File: config.mk
export PLATFORM = sky130hd
export DESIGN_NAME = velo_key_scanner
export DESIGN_NICKNAME = d
export VERILOG_FILES = /design/src/rtl/vks_pkg.sv /design/src/rtl/vks_classify.sv /design/src/rtl/vks_dwell_timer.sv /design/src/rtl/vks_lt_store.sv /design/src/rtl/velo_key_scanner.sv
export SDC_FILE = /design/constraint.sdc
export NUM_CORES = 1
export LEC_CHECK = 0
export BUFFER_PORTS_ARGS = -buffer_cell sky130_fd_sc_hd__buf_2
export CORE_MARGIN = 1.5
export CORE_UTILIZATION = 60
export DETAILED_ROUTE_END_ITERATION = 12
export PLACE_DENSITY = 0.84
export SLEW_MARGIN = 20
export SYNTH_ARGS = -nofsm -noshare
export SYNTH_HDL_FRONTEND = slang
export SYNTH_SLANG_ARGS = --single-unit
File: constraint.sdc
create_clock -name clk -period 3.3 [get_ports clk]
set_input_delay 0.165 -clock clk [delete_from_list [all_inputs] [get_ports clk]]
set_output_delay 0.165 -clock clk [all_outputs]
set_load 0.01 [all_outputs]
File: src/rtl/vks_pkg.sv
package vks_pkg;

    typedef enum logic {
        ST_DWELL = 1'b0,
        ST_HALT  = 1'b1
    } scan_state_t;

    localparam int unsigned NOTES_R1 = 73;
    localparam int unsigned NOTES_R2 = 76;
    localparam int unsigned NOTES_R3 = 88;

    // Keyboard-wide index below the note count of the selected range.
    function automatic logic key_in_range(input logic [1:0] sel,
                                          input int unsigned key_idx);
        logic ok;
        unique case (sel)
            2'b00:   ok = 1'b1;
            2'b01:   ok = (key_idx < NOTES_R1);
            2'b10:   ok = (key_idx < NOTES_R2);
            default: ok = (key_idx < NOTES_R3);
        endcase
        return ok;
    endfunction

endpackage

File: src/rtl/vks_classify.sv
module vks_classify (
    input  logic       lt_prev,
    input  logic       make_lvl,
    input  logic       break_lvl,
    output logic [2:0] status,
    output logic       req,
    output logic       lt_next
);
    always_comb begin
        status  = {lt_prev, make_lvl, break_lvl};
        lt_next = ~make_lvl & ~break_lvl;
        req     = lt_prev | lt_next;
    end
endmodule

File: src/rtl/vks_dwell_timer.sv
module vks_dwell_timer #(
    parameter int PRESCALE_W = 8,
    parameter int SUB_W      = 4
) (
    input  logic                  clk,
    input  logic                  rst_n,
    input  logic                  run,
    input  logic [PRESCALE_W-1:0] prescale,
    output logic                  last
);
    localparam int CNT_W = PRESCALE_W + SUB_W;
    localparam logic [CNT_W-1:0] CNT_ONE = 1;

    logic [CNT_W-1:0] cnt_q;

    assign last = run && (cnt_q >= {prescale, {SUB_W{1'b1}}});

    always_ff @(posedge clk or negedge rst_n) begin
        if (!rst_n)
            cnt_q <= '0;
        else if (!run || last)
            cnt_q <= '0;
        else
            cnt_q <= cnt_q + CNT_ONE;
    end
endmodule

File: src/rtl/vks_lt_store.sv
module vks_lt_store #(
    parameter int DEPTH = 64,
    parameter int AW    = 6
) (
    input  logic          clk,
    input  logic          rst_n,
    input  logic [AW-1:0] addr,
    output logic          rd_bit,
    input  logic          we,
    input  logic          wr_bit
);
    logic [DEPTH-1:0] bits_q;

    assign rd_bit = bits_q[addr];

    for (genvar i = 0; i < DEPTH; i++) begin : g_bit
        always_ff @(posedge clk or negedge rst_n) begin
            if (!rst_n)
                bits_q[i] <= 1'b0;
            else if (we && (addr == AW'(i)))
                bits_q[i] <= wr_bit;
        end
    end
endmodule

File: src/rtl/velo_key_scanner.sv
module velo_key_scanner #(
    parameter int          COLS         = 8,
    parameter int          ROWS         = 8,
    parameter int          PRESCALE_W   = 8,
    parameter int          SCAN_UNIT    = 1024,
    parameter int unsigned SECTION_BASE = 64
) (
    input  logic                          clk,
    input  logic                          rst_n,
    input  logic [PRESCALE_W-1:0]         prescale,
    input  logic [1:0]                    mode,
    input  logic [ROWS-1:0]               row_nc,
    input  logic [ROWS-1:0]               row_no,
    input  logic                          addr_rd,
    output logic [COLS-1:0]               col_drv,
    output logic [$clog2(COLS*ROWS)-1:0]  key_addr,
    output logic [2:0]                    key_status,
    output logic                          irq
);
    import vks_pkg::*;

    localparam int KEYS  = COLS * ROWS;
    localparam int AW    = $clog2(KEYS);
    localparam int RW    = $clog2(ROWS);
    localparam int SUB_W = $clog2(SCAN_UNIT / KEYS);
    localparam logic [AW-1:0] ADDR_ONE = 1;

    scan_state_t   state_q, state_d;
    logic [AW-1:0] addr_q;
    logic [2:0]    status_q;

    logic          in_range;
    logic          dwell_last;
    logic          lt_prev, lt_next, cls_req;
    logic [2:0]    cls_status;
    logic          advance, capture;
    logic [RW-1:0] row_sel;

    assign in_range = key_in_range(mode, SECTION_BASE + 32'(addr_q));
    assign row_sel  = addr_q[RW-1:0];

    vks_dwell_timer #(
        .PRESCALE_W (PRESCALE_W),
        .SUB_W      (SUB_W)
    ) timer_i (
        .clk      (clk),
        .rst_n    (rst_n),
        .run      (state_q == ST_DWELL),
        .prescale (prescale),
        .last     (dwell_last)
    );

    vks_lt_store #(
        .DEPTH (KEYS),
        .AW    (AW)
    ) lt_i (
        .clk    (clk),
        .rst_n  (rst_n),
        .addr   (addr_q),
        .rd_bit (lt_prev),
        .we     (capture),
        .wr_bit (lt_next)
    );

    vks_classify cls_i (
        .lt_prev   (lt_prev),
        .make_lvl  (row_no[row_sel]),
        .break_lvl (row_nc[row_sel]),
        .status    (cls_status),
        .req       (cls_req),
        .lt_next   (lt_next)
    );

    // Transitions: ADVANCE, STOP, RELEASE
    always_comb begin
        state_d = state_q;
        advance = 1'b0;
        capture = 1'b0;
        unique case (state_q)
            ST_DWELL: begin
                if (dwell_last) begin
                    capture = in_range;
                    if (in_range && cls_req)
                        state_d = ST_HALT;
                    else
                        advance = 1'b1;
                end
            end
            ST_HALT: begin
                if (addr_rd) begin
                    state_d = ST_DWELL;
                    advance = 1'b1;
                end
            end
            default: state_d = ST_DWELL;
        endcase
    end

    always_ff @(posedge clk or negedge rst_n) begin
        if (!rst_n)
            state_q <= ST_DWELL;
        else
            state_q <= state_d;
    end

    always_ff @(posedge clk or negedge rst_n) begin
        if (!rst_n) begin
            addr_q   <= '0;
            status_q <= 3'b001;
        end else begin
            if (advance)
                addr_q <= addr_q + ADDR_ONE;
            if (capture)
                status_q <= cls_status;
        end
    end

    always_comb begin
        col_drv = '0;
        if (in_range)
            col_drv[addr_q[AW-1:RW]] = 1'b1;
        key_addr   = addr_q;
        key_status = status_q;
        irq        = (state_q == ST_HALT);
    end

endmodule

=== Word level (Yosys, flattened, before mapping) ===
Cells that the tools add are included.

* Register bits after elaboration: 86
* Bits in latches: 0
* Memory bits (writable): 0
* Bits in read-only memories: 0
* Input port bits: 29
* Output and inout port bits: 18
* Word-level logic and storage cells: 240
* Memories kept: 0

* Add/subtract/negate cells: 3
* Multipliers: 0
* Divide/modulo/power cells: 0
* Magnitude comparators: 8
* Equal/unequal tests: 65
* Shifts and indexed selects: 0
* Muxes and demuxes: 21
* Bitwise logic cells: 5
* Reductions and logical operators: 70

{| class="wikitable"
|+ Operators with widths
! cell !! number
|-
| equality test 6 bit, second input constant || 32
|-
| equality test 6 x 5 -> 1 bit, second input constant || 16
|-
| logical AND 1 bit || 67
|-
| equality test 6 x 4 -> 1 bit, second input constant || 8
|-
| equality test 6 x 3 -> 1 bit, second input constant || 4
|-
| < comparator 8 x 7 -> 1 bit, second input constant || 3
|-
| adder 12 x 1 -> 12 bit, second input constant || 1
|-
| equality test 6 x 2 -> 1 bit, second input constant || 2
|-
| greater-or-equal comparator 12 bit || 1
|-
| 2-to-1 mux 1 bit || 12
|-
| 2-to-1 mux 12 bit || 1
|-
| adder 7 x 6 -> 8 bit, first input constant || 1
|-
| < comparator 3 x 4 -> 1 bit, second input constant || 2
|-
| 2-to-1 mux 8 bit || 1
|-
| < comparator 6 x 7 -> 1 bit, second input constant || 1
|-
| adder 6 x 1 -> 6 bit, second input constant || 1
|-
| binary-select mux 1 bit (select 3 bit) || 2
|-
| binary-select mux 1 bit (select 6 bit) || 1
|-
| equality test 6 x 1 -> 1 bit, second input constant || 1
|-
| zero test 6 bit || 1
|-
| case mux 1 bit (2 select lines) || 2
|-
| demux 1 bit (select 3 bit) || 1
|-
| greater-or-equal comparator 3 x 1 -> 1 bit, second input constant || 1
|-
| inverter 1 bit || 3
|-
| other kinds (7) || 7
|}

=== Longest topological paths before layout ===
Gate-level depths: netlist (run 1).

* Depth after elaboration: 9
* Depth in mapped cells: 13
* Gate-level depth less buffers: 9

=== Hierarchy ===
From an unflattened synthesis (run 1), not the netlist that was laid out.

* Cell total of the unflattened synthesis: 436
* Area total of the unflattened synthesis: 5004.8 um^2

{| class="wikitable"
|+ By module, submodules not included
! module !! instances !! cells an instance !! area an instance (um^2)
|-
| vks_lt_store || 1 || 278 || 3374.5
|-
| vks_dwell_timer || 1 || 83 || 842.1
|-
| velo_key_scanner || 1 || 70 || 754.5
|-
| vks_classify || 1 || 5 || 33.8
|}

=== Worst setup path after synthesis (run 1) ===
OpenSTA, ideal clock, no wires.

* Path type: flip-flop to flip-flop
* From: register addr_q[0] (netlist: key_addr[0])
* To: register addr_q[1] (netlist: key_addr[1])
* Library setup time: 0.125 ns
* Arrival: 2.801 ns
* Path slack: 0.374 ns
* Stages on the path, launching flop included: 13
* Buffers on the path: 3
* Period minus slack after synthesis: 2.926 ns
* Path through: dfrtp_1 > buf_6 > buf_2 > buf_2 > inv_1 > ha_1 > nor2b_1 > o21ai_0 > a21oi_1 > o22ai_1 > o31ai_1 > nor2_2 > mux2_4

* Cells in the longest elaborated chain, start to end: 9
* Elaborated cells between the ends (all ways): 20

{| class="wikitable"
|+ Ends and longest elaborated chain
! what !! RTL line !! text
|-
| from (decl) || velo_key_scanner.sv:29 || <nowiki>logic [AW-1:0] addr_q;</nowiki>
|-
| from (signal assigned) || velo_key_scanner.sv:112 || <nowiki>addr_q <= addr_q + ADDR_ONE;</nowiki>
|-
| parallel branches: the longest is 9 deep, another holds adder 7 x 6 -> 8 bit || n/a ||
|}

Several ways; the timed one is not identified. The select of a mux whose other input is x is not followed.
A chain may end at the register's enable or synchronous reset.

=== Worst setup path after layout (run 1) ===
Same ends and word-level chain as after synthesis.

==> implementation parameters, run 1 <==
Parameter                              Value

Pwr
  Sw frac    0.3397
  P_sw    0.9677 mW
  Internal power summed over all cells    1.881 mW
  P per Cell Area    525.0 nW/um^2
  Final Power    2.848 mW
  Peak VDD IR    0.2311 mV
  Clock network power share    0.278
  Leakage component of the power    2.547 nW
  Part of the total power dissipated in combinational logic    0.291
  Proportion of power drawn by flip-flops and latches    0.431

Worst setup path
  Critical-path cell with the highest stage delay    sky130_fd_sc_hd__dfrtp_1
  Startpoint of the most critical register-to-register path    key_addr[0]
  Worst setup path startpoint    key_addr[0]
  Top delay family on crit path    compound AO/OA/AOI/OAI gates
  Worst setup EP type    flip-flop
  CP max stage delay    0.54 ns
  Capturing point of the worst reg2reg path    key_addr[1]
  Capturing instance or port of the critical path    key_addr[1]
  Cell breakdown of the critical path    buf_4, mux4_2, a22oi_1, a31oi_1, nand4b_1, a2111oi_4, nor2_2, mux2_4
  Data required, critical path    3.55 ns
  Setup crit start kind    flip-flop
  Worst R2R Path Depth    8
  Arrival time reported for the critical path endpoint    3.30 ns
  Path length in cells of the critical path    8
  Reg-to-reg setup timing slack    0.25 ns
  CP max FO    14
  Count of buffer and inverter cells on the critical path    1
  Crit path kind    reg2reg

Synth
  Synthesized flop and latch total    86
  Cell taking the most area after synthesis    sky130_fd_sc_hd__dfrtp_1
  Yosys warning count    0
  Share of the yosys chip area belonging to registers    0.4425
  Most numerous cell in the Yosys netlist    sky130_fd_sc_hd__dfrtp_1
  Area of the mapped netlist    4866 um^2
  Commonest register cell after synthesis    sky130_fd_sc_hd__dfrtp_1
  Number of synthesized flops with an enable pin    0
  Mean instance size in the synthesized netlist    11.06 um^2
  Syn_nets    483
  Post-synth top cells    sky130_fd_sc_hd__dfrtp_1, sky130_fd_sc_hd__nor3_1, sky130_fd_sc_hd__mux2_2
  Synth top area share    0.4371
  Mapped Cells    440
  Number of library cell types mapped by synthesis    44
  Largest cells by area after synthesis    sky130_fd_sc_hd__dfrtp_1, sky130_fd_sc_hd__mux2_2, sky130_fd_sc_hd__nor3_1
  Async S/R FF share, synth    1.000

Timing
  Max Clk Rate    328.2 MHz
  Number of hold violations in the final report    0
  RSZ-0062 raised after global routing    false
  Fin crit share    0.9234
  Final min period    3.047 ns
  Post-route setup slack    0.2528 ns
  Max-slew violation count    0
  Setup_tns    0 ns
  Number of endpoints failing setup at the final stage    0
  Worst slew slack as a fraction of its limit    0.4799
  Minimum hold slack    0.009643 ns
  Worst clock skew    0.01488 ns
  Actual transition at the worst max-transition pin    0.7802 ns

Placement
  Final Wtd Congestion    0.8808
  Placement-stage cell area    5207 um^2
  Total instance count after detailed placement    571
  Detailed placer's ending HPWL    7.773 mm
  Buffers added on ports    46
  Setup slack after placement    0.3331 ns

Route
  Initial detailed-routing violation count    262
  First drt pass iteration count    4
  Post-detailed-route DRC marker count    0
  Total via count in the routed design    3725
  Wire length per cell    19.44 um
  Routed wire length    11.41 mm
  Routed via count divided by cell count    6.346
  Detail Route Antenna Nets    0

Layout
  Non-filler cells in the finished layout    587
  Final Core Density    0.6949
  Antenna Diode Count    0
  Fillcell total    567
  Final instance area    5425 um^2
  Layout Nets    524
  Fraction of final layout cells sized beyond drive strength 1    0.3155
  Area Growth Syn to Fin    11.49%

Floorplan
  Effective utilization at floorplan    0.6232
  Row cnt    32
  Placeable Area    7807 um^2
  Total die area    8659 um^2
  Height of the die    93.06 um
  Die width    93.06 um
  Io pins    47

Run
  Max-capacitance violation count    0

Clock tree
  Clk_lat worst skew    0.36 ns
  Total number of H-tree levels    3
  Clock buffer depth    2
  CTS root buf    sky130_fd_sc_hd__clkbuf_8
  Num CTS Buffers    9
  CTS Sinks    86
  Clock tree from TritonCTS    done
  Post_cts resized    0
  Clk slew on worst S/H paths    0.09 ns

GRT
  Number of global-route vias before repair    3694
  Global routing usage summed across all routing layers    0.2829
  Pin count of the biggest net entering global routing    87
  Antenna violations before repair    0
  Residual overflow from global routing    0
  Global-route wire length before repair    18.76 mm

Hold path
  Type of the most critical hold path    in2reg
  Number of stages on the worst hold path    2

Outcome
  Status    finished, final reports clean
==> logic make-up after synthesis <==
logic type      after synthesis  share of synthesized area
xor+xnor                     15                    0.02700
simple gates                152                     0.1509
compound gates               32                    0.04861
fa+ha+maj                    14                    0.03600
mux                          93                     0.2556
buf+inv                      48                    0.03934
flops                        86                     0.4425
==> layout by cell type (no fill, tap or decap), types with 2 or more instances in the layout <==
cell type / instances
sky130_fd_sc_hd__mux2i_1: 11
sky130_fd_sc_hd__inv_1: 15
sky130_fd_sc_hd__nand2_1: 30
sky130_fd_sc_hd__xor2_1: 6
sky130_fd_sc_hd__a31oi_1: 5
sky130_fd_sc_hd__mux2_2: 65
sky130_fd_sc_hd__nor3_1: 71
sky130_fd_sc_hd__nor2b_1: 5
sky130_fd_sc_hd__dfrtp_1: 85
sky130_fd_sc_hd__buf_4: 15
sky130_fd_sc_hd__nand4_1: 4
sky130_fd_sc_hd__xnor2_1: 9
sky130_fd_sc_hd__clkbuf_1: 2
sky130_fd_sc_hd__nand2b_1: 2
sky130_fd_sc_hd__clkbuf_8: 9
sky130_fd_sc_hd__bufinv_16: 2
sky130_fd_sc_hd__o21ai_0: 8
sky130_fd_sc_hd__nor2_1: 18
sky130_fd_sc_hd__and3_1: 6
sky130_fd_sc_hd__ha_1: 14
sky130_fd_sc_hd__mux4_2: 9
sky130_fd_sc_hd__nand3_1: 11
sky130_fd_sc_hd__a21oi_1: 4
sky130_fd_sc_hd__mux4_1: 7
sky130_fd_sc_hd__a22oi_1: 4
sky130_fd_sc_hd__buf_2: 45
==> registers in the layout, summed over array words and instances (netlist names) <==
signal / count
lt_i.bits_q: 64
timer_i.cnt_q: 12
key_addr: 6
key_status: 3
irq: 1
==> cell type report <==
class                   instances  area [um^2]  area share
clock inverters                 4        72.57     0.01338
clock buffers                  11        131.4     0.02422
flip-flops and latches         86         2153      0.3969
inverters                      16        60.06     0.01107
repair buffers                 62        359.1     0.06619
well taps                     102        127.6     0.02352
multi-input cells             306         2521      0.4647
==> repair_timing <==
item                                   CTS  global route
endpoints found under the hold margin    0            85
setup buffers                            0             0
hold buffers                             0             1
==> worst min path at each step <==
| stage | start | slack [ns] | end |
|---|---|---|---|
| 3_3_place_gp | addr_rd | 0.38 | irq |
| 3_5_place_dp | addr_rd | 0.38 | irq |
| 5_1_grt | addr_rd | 0.01 | irq |
| 2_1_floorplan | rst_n | -0.13 | irq |
| 4_1_cts | addr_rd | 0.001 | irq |
| 6_report | addr_rd | 0.01 | irq |
==> routing by layer <==
metal | GRT usage | vias to the layer above | routed length [um]
met5 | 0 | - | 0
li1 | - | 1679 | -
met4 | 0.08207 | 0 | 176
met1 | 0.3948 | 1828 | 4935
met3 | 0.06341 | 20 | 960
met2 | 0.4471 | 198 | 5340
==> power groups by stage <==
stage / sequential (mW) / clock (mW) / combinational [mW]
floorplan: 1.22 / 0 / 0.591
global placement: 1.24 / 0 / 0.776
detailed placement: 1.25 / 0 / 0.808
CTS: 1.23 / 0.799 / 0.819
global route: 1.24 / 0.846 / 0.904
finish: 1.23 / 0.793 / 0.827
No activity file was read; power rests on OpenSTA's default activity.
==> run 2: changes to the inputs <==
--- a/config.mk
+++ b/config.mk
@@ -6,8 +6,10 @@
 export NUM_CORES = 1
 export LEC_CHECK = 0
 export BUFFER_PORTS_ARGS = -buffer_cell sky130_fd_sc_hd__buf_2
+export CELL_PAD_IN_SITES_DETAIL_PLACEMENT = 1
+export CELL_PAD_IN_SITES_GLOBAL_PLACEMENT = 2
 export CORE_MARGIN = 1.5
-export CORE_UTILIZATION = 60
+export CORE_UTILIZATION = 40
 export DETAILED_ROUTE_END_ITERATION = 12
 export PLACE_DENSITY = 0.84
 export SLEW_MARGIN = 20
==> implementation parameters, run 2 (synthesis results as in run 1) <==
Parameter                              Value

Outcome
  Status    finished, final reports clean

Route
  Post-detailed-route DRC marker count    0 (unchanged)
  Routed via count divided by cell count    5.771 (-9.1%)
  Initial detailed-routing violation count    218 (-17%)
  Wire length per cell    20.40 um (+4.9%)
  Total via count in the routed design    3630 (-2.6%)
  Routed wire length    12.83 mm (+12%)
  Detail Route Antenna Nets    0 (unchanged)
  First drt pass iteration count    4 (unchanged)

Floorplan
  Row cnt    40 (+25%)
  Placeable Area    11960 um^2 (+53%)
  Height of the die    113.3 um (+22%)
  Effective utilization at floorplan    0.4068 (-0.2164)
  Io pins    47 (unchanged)
  Total die area    12840 um^2 (+48%)
  Die width    113.3 um (+22%)

Hold path
  Hold path startpoint    addr_rd
  Hold worst-path end    irq
  Number of stages on the worst hold path    2 (unchanged)
  Type of the most critical hold path    in2reg

Clock tree
  CTS root buf    sky130_fd_sc_hd__clkbuf_16
  Clk_lat worst skew    0.35 ns (about the same)
  CTS Sinks    86 (unchanged)
  Total number of H-tree levels    3 (unchanged)
  Clock buffer depth    2 (unchanged)
  Clk slew on worst S/H paths    0.06 ns (-0.03 ns)
  Num CTS Buffers    9 (unchanged)
  Clock tree from TritonCTS    done

GRT
  Number of global-route vias before repair    3913 (+5.9%)
  Global-route wire length before repair    21.30 mm (+14%)
  Global routing usage summed across all routing layers    0.2166 (-0.06631)
  Antenna violations before repair    0 (unchanged)
  Residual overflow from global routing    0 (unchanged)
  Pin count of the biggest net entering global routing    87 (unchanged)

Placement
  Buffers added on ports    46 (unchanged)
  Total instance count after detailed placement    612 (+7.2%)
  Final Wtd Congestion    0.8145 (-7.5%)
  Detailed placer's ending HPWL    8.720 mm (+12%)

Layout
  Max reg flops    64 (unchanged)
  Layout Nets    520 (-0.76%)
  Non-filler cells in the finished layout    629 (+7.2%)
  Antenna Diode Count    0 (unchanged)
  Area Growth Syn to Fin    14.58%
  Fraction of final layout cells sized beyond drive strength 1    0.3133 (-0.002186)
  Top reg by flops    lt_i.bits_q
  Commonest cells after routing, fill and taps aside    sky130_fd_sc_hd__dfrtp_1, sky130_fd_sc_hd__nor3_1, sky130_fd_sc_hd__mux2_2
  Most common cell after layout, fill and taps aside    sky130_fd_sc_hd__dfrtp_1

Timing
  RSZ-0062 raised after global routing    false
  Final min period    2.997 ns (-0.04991 ns)
  Number of hold violations in the final report    0 (unchanged)
  Worst clock skew    0.006956 ns (-0.007924 ns)
  Fin crit share    0.9083 (-0.01513)
  Number of endpoints failing setup at the final stage    0 (unchanged)
  Setup_tns    0 ns (unchanged)
  Actual transition at the worst max-transition pin    0.8127 ns (+0.03251 ns)
  Max Clk Rate    333.6 MHz (+1.7%)
  Worst slew slack as a fraction of its limit    0.4536 (-0.02630)
  Max-slew violation count    0 (unchanged)

Pwr
  Leakage component of the power    2.586 nW (+1.5%)
  Peak VDD IR    0.2682 mV (+16%)
  P per Cell Area    567.5 nW/um^2 (+8.1%)

Worst setup path
  Crit path kind    reg2reg
  Setup crit start kind    flip-flop
  Arrival time reported for the critical path endpoint    3.23 ns (-0.07 ns)
  Reg-to-reg setup timing slack    0.30 ns (+0.05 ns)
  Worst R2R Path Depth    8 (unchanged)
  Capturing point of the worst reg2reg path    key_addr[1]
  Data required, critical path    3.53 ns (-0.02 ns)
  Startpoint of the most critical register-to-register path    key_addr[0]
  CP max FO    26 (+12)
  Worst setup EP type    flip-flop

Run
  Max-capacitance violation count    0 (unchanged)
==> run 2: critical path, stage by stage (launching register included) <==
cell and delay (ns):
sky130_fd_sc_hd__dfrtp_1 0.53, sky130_fd_sc_hd__buf_12 0.26, sky130_fd_sc_hd__mux4_1 0.58, sky130_fd_sc_hd__nand2b_1 0.17
sky130_fd_sc_hd__a31oi_1 0.20, sky130_fd_sc_hd__o311ai_2 0.16, sky130_fd_sc_hd__a2111oi_4 0.50, sky130_fd_sc_hd__nor2_2 0.13
sky130_fd_sc_hd__mux2_4 0.34
==> run 2: repair_timing <==
item,4_1_cts,5_1_grt
resized for setup,0,0
setup buffers,0,0
hold buffers,0,1
setup endpoints to repair,0,0
hold endpoints to repair,0,85
==> run 2: power breakdown <==
| part | internal (mW) | switching [mW] |
|---|---|---|
| clock network | 0.662 | 0.430 |
| logic | 0.331 | 0.509 |
| registers | 1.13 | 0.103 |
| total | 2.12 | 1.04 |
==> run 2: how the worst max path moves through the flow <==
stage / endpoint / startpoint / slack (ns) / cells past startpoint
floorplan: key_addr[1] / key_addr[0] / 0.37 / 12
global placement: key_addr[1] / key_addr[0] / 0.44 / 8
detailed placement: key_addr[3] / key_addr[0] / 0.36 / 8
CTS: key_addr[1] / key_addr[0] / 0.30 / 8
global route: key_addr[5] / key_addr[0] / 0.09 / 10
finish: key_addr[1] / key_addr[0] / 0.30 / 8
==> run 2: final cells by class <==
cell class	count	area (um^2)
Inverter	16	60.06
Tap cell	147	183.9
Multi-Input combinational cell	306	2521
Fill cell	1339	6386
Sequential cell	86	2153
Timing Repair Buffer	58	341.6
Clock buffer	10	229.0
Clock inverter	6	86.33
==> run 2: per-layer routing <==
layer,GRT usage,part of all wire,vias to the layer above
li1,-,-,1683
met1,0.2827,0.45,1876
met2,0.3628,0.50,59
met3,0.05517,0.033,12
met4,0.05333,0.012,0
met5,0,0,-
==> run 2: metrics by stage <==
stage / util / setup slack (ns) / hold WS (ns) / power [mW] / area (um^2)
floorplan: - / 0.3743 / -0.1306 / 1.807 / 4866
global placement: 0.4386 / 0.4375 / 0.3653 / 2.069 / 5246
detailed placement: 0.4386 / 0.3630 / 0.3783 / 2.090 / 5246
CTS: 0.4650 / 0.2987 / 0.007252 / 3.195 / 5562
global route: 0.4661 / 0.09122 / 0.03088 / 3.332 / 5575
finish: 0.4661 / 0.3027 / 0.02900 / 3.164 / 5575
